### src/rtl/fcc_pkg.sv
package fcc_pkg;
    localparam int CODE_W   = 12;
    localparam int CODE_MAX = (1 << CODE_W) - 1;
    localparam int TICK_W   = 24;
    localparam int CYC_W    = 12;
    localparam int FREQ_W   = 20;
    localparam int DEB_W    = 16;
    localparam logic [CYC_W-1:0] CYC_FULL = {CYC_W{1'b1}};

    // one finished window: whole periods and the ticks they spanned
    typedef struct packed {
        logic [CYC_W-1:0]  cycles;
        logic [TICK_W-1:0] ticks;
    } meas_t;

    typedef enum logic {
        MS_IDLE,
        MS_RUN
    } meter_st_e;

    typedef enum logic [1:0] {
        SC_IDLE,
        SC_CMP,
        SC_DIV
    } scale_st_e;
endpackage

### src/rtl/fcc_debounce.sv
module fcc_debounce
    import fcc_pkg::*;
(
    input  logic             clk,
    input  logic             rst,
    input  logic             raw_i,
    input  logic [DEB_W-1:0] hold_i,
    output logic             sync_o,
    output logic             lvl_o,
    output logic             rise_o
);
    logic             s1_q, s2_q;
    logic             lvl_q, lvl_d1_q;
    logic [DEB_W-1:0] run_q;
    logic [DEB_W:0]   run_nxt;

    assign run_nxt = {1'b0, run_q} + 1'b1;

    always_ff @(posedge clk) begin
        if (rst) begin
            s1_q     <= 1'b0;
            s2_q     <= 1'b0;
            lvl_q    <= 1'b0;
            lvl_d1_q <= 1'b0;
            run_q    <= '0;
        end else begin
            s1_q     <= raw_i;
            s2_q     <= s1_q;
            lvl_d1_q <= lvl_q;
            if (s2_q == lvl_q) begin
                run_q <= '0;
            end else if (run_nxt >= {1'b0, hold_i}) begin
                lvl_q <= s2_q;
                run_q <= '0;
            end else begin
                run_q <= run_nxt[DEB_W-1:0];
            end
        end
    end

    assign sync_o = s2_q;
    assign lvl_o  = lvl_q;
    assign rise_o = lvl_q & ~lvl_d1_q;
endmodule

### src/rtl/fcc_meter.sv
module fcc_meter
    import fcc_pkg::*;
(
    input  logic              clk,
    input  logic              rst,
    input  logic              rise_i,
    input  logic [TICK_W-1:0] win_i,
    input  logic [TICK_W-1:0] tmo_i,
    output logic              meas_v_o,
    output meas_t             meas_o,
    output logic              tmo_o
);
    meter_st_e         st_q;
    logic [TICK_W-1:0] tick_q;
    logic [CYC_W-1:0]  cyc_q;
    logic [TICK_W-1:0] quiet_q;
    logic [TICK_W:0]   tick_nxt;
    logic [TICK_W:0]   quiet_nxt;
    logic [CYC_W-1:0]  cyc_nxt;
    logic              close_now;

    assign tick_nxt  = {1'b0, tick_q} + 1'b1;
    assign quiet_nxt = {1'b0, quiet_q} + 1'b1;
    assign cyc_nxt   = cyc_q + 1'b1;
    assign close_now = (tick_nxt >= {1'b0, win_i}) || (cyc_nxt == CYC_FULL);

    // silence watch, independent of the window state
    always_ff @(posedge clk) begin
        if (rst) begin
            quiet_q <= '0;
            tmo_o   <= 1'b0;
        end else begin
            tmo_o <= 1'b0;
            if (rise_i) begin
                quiet_q <= '0;
            end else if (quiet_nxt >= {1'b0, tmo_i}) begin
                quiet_q <= '0;
                tmo_o   <= 1'b1;
            end else begin
                quiet_q <= quiet_nxt[TICK_W-1:0];
            end
        end
    end

    always_ff @(posedge clk) begin
        if (rst) begin
            st_q     <= MS_IDLE;
            tick_q   <= '0;
            cyc_q    <= '0;
            meas_v_o <= 1'b0;
            meas_o   <= '0;
        end else begin
            meas_v_o <= 1'b0;
            if (!rise_i && quiet_nxt >= {1'b0, tmo_i}) begin
                st_q <= MS_IDLE;
            end else begin
                case (st_q)
                    MS_IDLE: begin
                        if (rise_i) begin
                            st_q   <= MS_RUN;
                            tick_q <= '0;
                            cyc_q  <= '0;
                        end
                    end
                    MS_RUN: begin
                        if (rise_i && close_now) begin
                            meas_v_o      <= 1'b1;
                            meas_o.cycles <= cyc_nxt;
                            meas_o.ticks  <= tick_nxt[TICK_W-1:0];
                            tick_q        <= '0;
                            cyc_q         <= '0;
                        end else begin
                            if (rise_i) cyc_q <= cyc_nxt;
                            if (!tick_nxt[TICK_W]) tick_q <= tick_nxt[TICK_W-1:0];
                        end
                    end
                    default: st_q <= MS_IDLE;
                endcase
            end
        end
    end
endmodule

### src/rtl/fcc_scaler.sv
module fcc_scaler
    import fcc_pkg::*;
#(
    parameter int CLK_HZ = 1_000_000
) (
    input  logic              clk,
    input  logic              rst,
    input  logic              meas_v_i,
    input  meas_t             meas_i,
    input  logic              tmo_i,
    input  logic [FREQ_W-1:0] fmin_i,
    input  logic [FREQ_W-1:0] fmax_i,
    output logic [CODE_W-1:0] code_o,
    output logic              upd_o
);
    localparam int CLK_W  = $clog2(CLK_HZ + 1);
    localparam int A_W    = CYC_W + CLK_W;
    localparam int B_W    = FREQ_W + TICK_W;
    localparam int MUL_W  = ((A_W > B_W) ? A_W : B_W) + 1;
    localparam int DIV_W  = MUL_W + CODE_W;
    localparam int STEP_W = $clog2(CODE_W + 1);

    scale_st_e         st_q;
    logic [MUL_W-1:0]  fc_q, lo_q, hi_q;
    logic [DIV_W-1:0]  rem_q, dsh_q;
    logic [CODE_W-1:0] quo_q;
    logic [STEP_W-1:0] step_q;
    logic              q_bit;
    logic [CODE_W-1:0] quo_nxt;

    assign q_bit   = (rem_q >= dsh_q);
    assign quo_nxt = {quo_q[CODE_W-2:0], q_bit};

    always_ff @(posedge clk) begin
        if (rst) begin
            st_q   <= SC_IDLE;
            fc_q   <= '0;
            lo_q   <= '0;
            hi_q   <= '0;
            rem_q  <= '0;
            dsh_q  <= '0;
            quo_q  <= '0;
            step_q <= '0;
            code_o <= '0;
            upd_o  <= 1'b0;
        end else begin
            upd_o <= 1'b0;
            if (tmo_i) begin
                code_o <= '0;
                upd_o  <= 1'b1;
                st_q   <= SC_IDLE;
            end else begin
                case (st_q)
                    SC_IDLE: begin
                        if (meas_v_i) begin
                            fc_q <= MUL_W'(meas_i.cycles) * MUL_W'(CLK_HZ);
                            lo_q <= MUL_W'(fmin_i) * MUL_W'(meas_i.ticks);
                            hi_q <= MUL_W'(fmax_i) * MUL_W'(meas_i.ticks);
                            st_q <= SC_CMP;
                        end
                    end
                    SC_CMP: begin
                        if (fc_q <= lo_q) begin
                            code_o <= '0;
                            upd_o  <= 1'b1;
                            st_q   <= SC_IDLE;
                        end else if (fc_q >= hi_q) begin
                            code_o <= CODE_W'(CODE_MAX);
                            upd_o  <= 1'b1;
                            st_q   <= SC_IDLE;
                        end else begin
                            rem_q  <= DIV_W'(fc_q - lo_q) * DIV_W'(CODE_MAX);
                            dsh_q  <= DIV_W'(hi_q - lo_q) << (CODE_W - 1);
                            quo_q  <= '0;
                            step_q <= '0;
                            st_q   <= SC_DIV;
                        end
                    end
                    SC_DIV: begin
                        if (q_bit) rem_q <= rem_q - dsh_q;
                        dsh_q  <= dsh_q >> 1;
                        quo_q  <= quo_nxt;
                        step_q <= step_q + 1'b1;
                        if (step_q == STEP_W'(CODE_W - 1)) begin
                            code_o <= quo_nxt;
                            upd_o  <= 1'b1;
                            st_q   <= SC_IDLE;
                        end
                    end
                    default: st_q <= SC_IDLE;
                endcase
            end
        end
    end
endmodule

### src/rtl/freq_code_conv.sv
module freq_code_conv
    import fcc_pkg::*;
#(
    parameter int CLK_HZ = 1_000_000
) (
    input  logic              clk,
    input  logic              rst,
    input  logic              pulse_i,
    input  logic [DEB_W-1:0]  cfg_deb_ticks,
    input  logic [TICK_W-1:0] cfg_win_ticks,
    input  logic [TICK_W-1:0] cfg_tmo_ticks,
    input  logic [FREQ_W-1:0] cfg_fmin_hz,
    input  logic [FREQ_W-1:0] cfg_fmax_hz,
    output logic [CODE_W-1:0] code_o,
    output logic              upd_o
);
    logic  deb_sync;
    logic  deb_lvl;
    logic  deb_rise;
    logic  meas_v;
    meas_t meas;
    logic  tmo_p;

    fcc_debounce u_deb (
        .clk    (clk),
        .rst    (rst),
        .raw_i  (pulse_i),
        .hold_i (cfg_deb_ticks),
        .sync_o (deb_sync),
        .lvl_o  (deb_lvl),
        .rise_o (deb_rise)
    );

    fcc_meter u_meter (
        .clk      (clk),
        .rst      (rst),
        .rise_i   (deb_rise),
        .win_i    (cfg_win_ticks),
        .tmo_i    (cfg_tmo_ticks),
        .meas_v_o (meas_v),
        .meas_o   (meas),
        .tmo_o    (tmo_p)
    );

    fcc_scaler #(.CLK_HZ(CLK_HZ)) u_scale (
        .clk      (clk),
        .rst      (rst),
        .meas_v_i (meas_v),
        .meas_i   (meas),
        .tmo_i    (tmo_p),
        .fmin_i   (cfg_fmin_hz),
        .fmax_i   (cfg_fmax_hz),
        .code_o   (code_o),
        .upd_o    (upd_o)
    );
endmodule

### config.mk
export PLATFORM = sky130hd
export DESIGN_NAME = freq_code_conv
export DESIGN_NICKNAME = d
export VERILOG_FILES = /design/src/rtl/fcc_pkg.sv /design/src/rtl/fcc_debounce.sv /design/src/rtl/fcc_meter.sv /design/src/rtl/fcc_scaler.sv /design/src/rtl/freq_code_conv.sv
export SDC_FILE = /design/constraint.sdc
export NUM_CORES = 2
export LEC_CHECK = 0
export BUFFER_PORTS_ARGS = -buffer_cell sky130_fd_sc_hd__clkbuf_2
export CORE_MARGIN = 2
export CORE_UTILIZATION = 30
export DETAILED_ROUTE_END_ITERATION = 10
export HOLD_SLACK_MARGIN = 0.02
export PLACE_DENSITY = 0.54
export SYNTH_ARGS = -nofsm -noshare
export SYNTH_HDL_FRONTEND = slang
export SYNTH_HIERARCHICAL = 1
export SYNTH_SLANG_ARGS = --single-unit
### constraint.sdc
create_clock -name clk -period 9.2 [get_ports clk]
set_input_delay 0.92 -clock clk [delete_from_list [all_inputs] [get_ports clk]]
set_output_delay 0.92 -clock clk [all_outputs]
set_load 0.05 [all_outputs]
Yosys cells after proc, flatten, opt, wreduce, memory -nomap -nowiden --
Cells that the tools add are included.
Word-level totals: register bits 377, bits of input ports 107, word-level logic and storage cells 121
Operators by class: add/sub/neg operators 8, multipliers 4, magnitude comparators 6, equality and inequality tests 14, multiplexer cells 39, bitwise logic cells 6, reductions and logical operators 21
Operator list (count):
- $mux W57 | 5
- $pmux W57 S2 | 2
- $mul A20 B24 Y44 | 2
- $mux W12 | 6
- $mux W24 | 3
- $ge A57 B57 Y1 | 1
- $mul A57 B12 Y57 const B | 1
- $sub A57 B57 Y57 | 1
- $add A24 B1 Y25 const B | 2
- $ge A25 B24 Y1 | 2
- $pmux W12 S2 | 2
- $pmux W24 S2 | 1
- $sub A32 B44 Y45 | 1
- $sub A44 B44 Y45 | 1
- $ge A32 B44 Y1 | 1
- $le A32 B44 Y1 | 1
- $mul A12 B14 Y26 const B | 1
- $mux W11 | 2
- $pmux W11 S2 | 1
- $add A16 B1 Y17 const B | 1
- $ge A17 B16 Y1 | 1
- $reduce_and A3 Y1 | 5
- $add A12 B1 Y12 const B | 1
- $eq A12 B12 Y1 const B | 1
- 28 further kinds | 53

Logic depth before layout (Yosys ltp) --
depth in word-level cells 6, mapped depth 38, mapped depth without buffers 35

Modules after synthesis --
Netlist, hierarchy kept.
By module, submodules not included:
- fcc_scaler | times used 1, cells each 7718, area each 64717.1 sq um, seq. area each 5165.0 sq um
- fcc_meter | times used 1, cells each 700, area each 5859.4 sq um, seq. area each 1981.9 sq um
- fcc_debounce | times used 1, cells each 147, area each 1370.1 sq um, seq. area each 400.4 sq um

Worst setup path after synthesis --
OpenSTA, ideal clock, no wires.
path type register to register, start register u_scale.lo_q[11], end register u_scale.rem_q[55], setup time 137 ps, arrival time 7811 ps, required time 9063 ps, slack 1252 ps, cell stages (with the launch flop) 36, path buffers 3, period minus slack after synthesis 7948 ps, path through dfxtp_1 > inv_1 > ha_1 > clkbuf_1 > and4_1 > and2_1 > a22o_1 > or2_2 > a21boi_0 > o311ai_2 > xor2_1 > inv_2 > xnor2_2 > inv_1 > ha_1 > or2_2 > clkbuf_1 > xnor2_1 > ha_1 > fa_1 > fa_1 > inv_1 > fa_1 > inv_1 > ha_1 > clkbuf_1 > a21oi_1 > o211ai_1 > a221o_1 > o31ai_1 > o22ai_1 > a31oi_1 > o21ai_0 > xor2_1 > a2bb2oi_1 > o221ai_1
Between the ends: word-level cells in the longest chain between the ends 5, elaborated cells between the ends (all ways) 8
RTL lines:
- start, declared | RTL line fcc_scaler.sv:24 | logic [MUL_W-1:0] fc_q, lo_q, hi_q;
- start signal, assigned | RTL line fcc_scaler.sv:57 | lo_q <= MUL_W'(fmin_i) * MUL_W'(meas_i.ticks);
- $sub A32 B44 Y45 | RTL line fcc_scaler.sv:72 | rem_q <= DIV_W'(fc_q - lo_q) * DIV_W'(CODE_MAX);
- $mul A57 B12 Y57 | RTL line fcc_scaler.sv:72
- $mux W57 | RTL line fcc_scaler.sv:67 | end else if (fc_q >= hi_q) begin
- $mux W57 | RTL line fcc_scaler.sv:63 | if (fc_q <= lo_q) begin
- $pmux W57 S2 | RTL line fcc_scaler.sv:53 | case (st_q)
- end signal, assigned | RTL line fcc_scaler.sv:72
- end signal, assigned | RTL line fcc_scaler.sv:80 | if (q_bit) rem_q <= rem_q - dsh_q;
- end, declared | RTL line fcc_scaler.sv:25 | logic [DIV_W-1:0] rem_q, dsh_q;
Parallel ways exist; a longest one is shown, timed or not. The select of a mux whose other input is x is not followed. A chain may end at the register's enable or synchronous reset.

Worst setup path after layout --
start register u_scale.lo_q[14], end register u_scale.rem_q[55]
The elaborated chain is that of the path after synthesis.

==> flow_summary.toml <==
[pwr]
power-per-cell-area_nw_per_um2 = 51.10
total_power_w = 0.003977
ir_drop_mv = 0.1425
p_leak_nw = 38.04

[timing]
post-route-min-period_ns = 8.605
skew_ns = 0.05474
min_period_over_period_pct = 93.54
slew_violations = 0
max_freq_mhz = 116.2
hold_viol = 0
fin_tns_setup_ns = 0
rsz0062_at_grt = "false"
max_slew_margin_pct = 25.52
tightest_slew_ns = 1.103
setup_viol = 0

[critical_path]
critPathMaxFanout = 10
crit_required_ns = 9.73
r2r-start = "u_scale/lo_q[14]"
crit_arrival_ns = 9.13
crit_path_start_kind = "register"
critPathSlowestCell = "fa_1"
slowest_delay_ns = 0.56
crit_type = "register to register"
end_kind = "register"
startpoint = "u_scale/lo_q[14]"

[clock_network]
cts_tree = "yes"
hold_buffers = 0
worstSkewPairLatency_ns = 0.70
cts_root_buf = "clkbuf_16"
cts_buffer_depth = 3
cts_buffers = 52
cts.clk_slew.worst_paths_ns = 0.06
htreeDepth = 2
cts_sinks = 377

[grt]
antenna_found_initial = 6
grt_busiest_layer = "met2"
grt-ovfl-total = 0
grt_util_met3_pct = 2.246
grt_pass1_wl_um = 349800
grt_max_degree = 147
grt_usage_pct = 18.13
use_met1_pct = 24.79
grt_pass1_vias = 61044
use_met2_pct = 29.87

[yosys]
yosysTopAreaCellShare_pct = 30.25
synth.most_common_cell = "inv_1"
synthesis.area_um2 = 71950
synth_common_cells = "inv_1 (1,555), fa_1 (1,087), nand2_1 (1,078)"
ys_seq_elements = 377
async_flop_share_pct = 0
synth_ff_type = "dfxtp_1"
ys.warnings.count = 6
synth-edff-count = 0
synth_top_cells_by_area = "fa_1 (30%), ha_1 (14%), dfxtp_1 (10%), inv_1 (8.1%), nand2_1 (5.6%)"
synth_area_leader_cell = "fa_1"
yosysSeqAreaShare_pct = 10.49
syn_area_per_cell_um2 = 8.400
syn-num-nets = 10544
syn-instance-count = 8565
synth_cell_types = 109

[floorplan]
initial_core_util_pct = 30.22
ios = 120
fp.dieW_um = 493.7
die_y_um = 493.7
rows = 179
core_area_um2 = 238100
dieArea_um2 = 243800

[run]
cap_violations = 0

[routing]
vias_per_cell = 4.956
ant_nets = 0
routedWlPerCell_um = 18.98
via_count = 57922
wirelength_um = 221800
route.detailed.drc = 0
drtPass1Iterations = 5
drt_iter0_markers = 3959

[final_layout]
fin_nets = 10457
layout.cells.non_filler = 11687
fillers = 25075
drive_gt1_share_pct = 5.318
synthToLayoutAreaGrowth_pct = 8.184

[placed_design]
dpl.hpwl_um = 177800
dpl.cell_count = 11591
place_congestion = 0.9181
io_buffers = 119

[min_path]
min_path_type = "register to register"
hp-start = "u_deb/s1_q"

[outcome]
status = "finished, final reports clean"
==> cells by family after synthesis <==
family	synth area share [%]
xor gates and xnor gates	5.523
and+or+nand+nor	16.26
adders and majority gates	43.94
DFF	10.49
buffers and inverters	10.27
muxes	0.3548
AOI/OAI and AO/OA	13.17
==> worst paths after layout <==
kind	endpoint	cells after the start	slack, ns
max	u_scale/rem_q[55]	34	0.59
min	u_deb/sync_o	1	0.44
max reg2reg	u_scale/rem_q[55]	34	0.59
min reg2reg	u_deb/sync_o	1	0.44
==> state kept, by name, indices dropped and copies added, names as in the netlist, 16 cells and up <==
| register | count |
|---|---|
| u_meter/tick_q | 24 |
| u_scale/dsh_q | 57 |
| u_deb/run_q | 16 |
| u_meter/quiet_q | 24 |
| u_scale/rem_q | 57 |
| u_scale/lo_q | 44 |
| u_scale/hi_q | 44 |
| u_scale/fc_q | 26 |
| u_meter/meas_o | 36 |
==> power breakdown <==
group | switching, W | total, W | internal [W]
Combinational | 0.000149 | 0.000189 | 0.0000393
Clock | 0.000906 | 0.00215 | 0.00125
Sequential | 0.00000155 | 0.00164 | 0.00163
==> per-layer routing <==
metal,wire [µm],share of wire [%]
met1,102500,46
met2,101300,46
met3,11220,5.1
met4,6700,3.0
met5,13,0.0059
==> worst max-delay path: cells and delay by family (launching register included) <==
kind	cells	cell delay (ns)
AOI/OAI and AO/OA	14	2.68
xor gates and xnor gates	4	0.95
adders and majority gates	7	2.74
buffers and inverters	4	0.31
DFF	1	0.33
and+or+nand+nor	5	1.40
==> area by class of cell <==
| cell class | count | area [µm²] | share of cell area (%) |
|---|---|---|---|
| antenna | 1 | 2.502 | 0.003215 |
| tap | 3167 | 3963 | 5.091 |
| inverter | 1559 | 5852 | 7.518 |
| clock inverter | 29 | 366.6 | 0.4710 |
| multi-input combinational | 6246 | 57070 | 73.33 |
| sequential | 377 | 7550 | 9.700 |
| clock buffer | 66 | 1424 | 1.829 |
| timing repair buffer | 242 | 1604 | 2.061 |
==> per-stage QoR <==
stage / hold WS [ns] / utilization [%] / cell area [µm²] / setup WS, ns
after floorplan: 0.4138 / - / 71950 / 1.252
after global placement: 0.4361 / 31.93 / 76030 / 0.6847
after detailed placement: 0.4333 / 31.93 / 76030 / 0.4923
after CTS: 0.4407 / 32.69 / 77820 / 0.4699
after global routing: 0.4639 / 32.69 / 77830 / 0.08005
final: 0.4395 / 32.69 / 77830 / 0.5947
==> layout by cell type, fill, tap and decap left out, types with 70 or more instances in the layout <==
master and n:
a211oi_1 107, a21o_1 190, a21oi_1 478, and2_1 409
and3_1 78, buf_4 117, clkbuf_2 118, dfxtp_1 375
fa_1 1087, ha_1 784, inv_1 1554, nand2_1 1078
nand3_1 137, nand4_1 70, nor2_1 350, o21ai_0 258
xnor2_1 280, xor2_1 154
==> repair_timing <==
action,CTS,global route
setup buffers,0,0
setup endpoints to repair,0,3
resized for setup,0,3
Power figures use the tool's default switching activity.
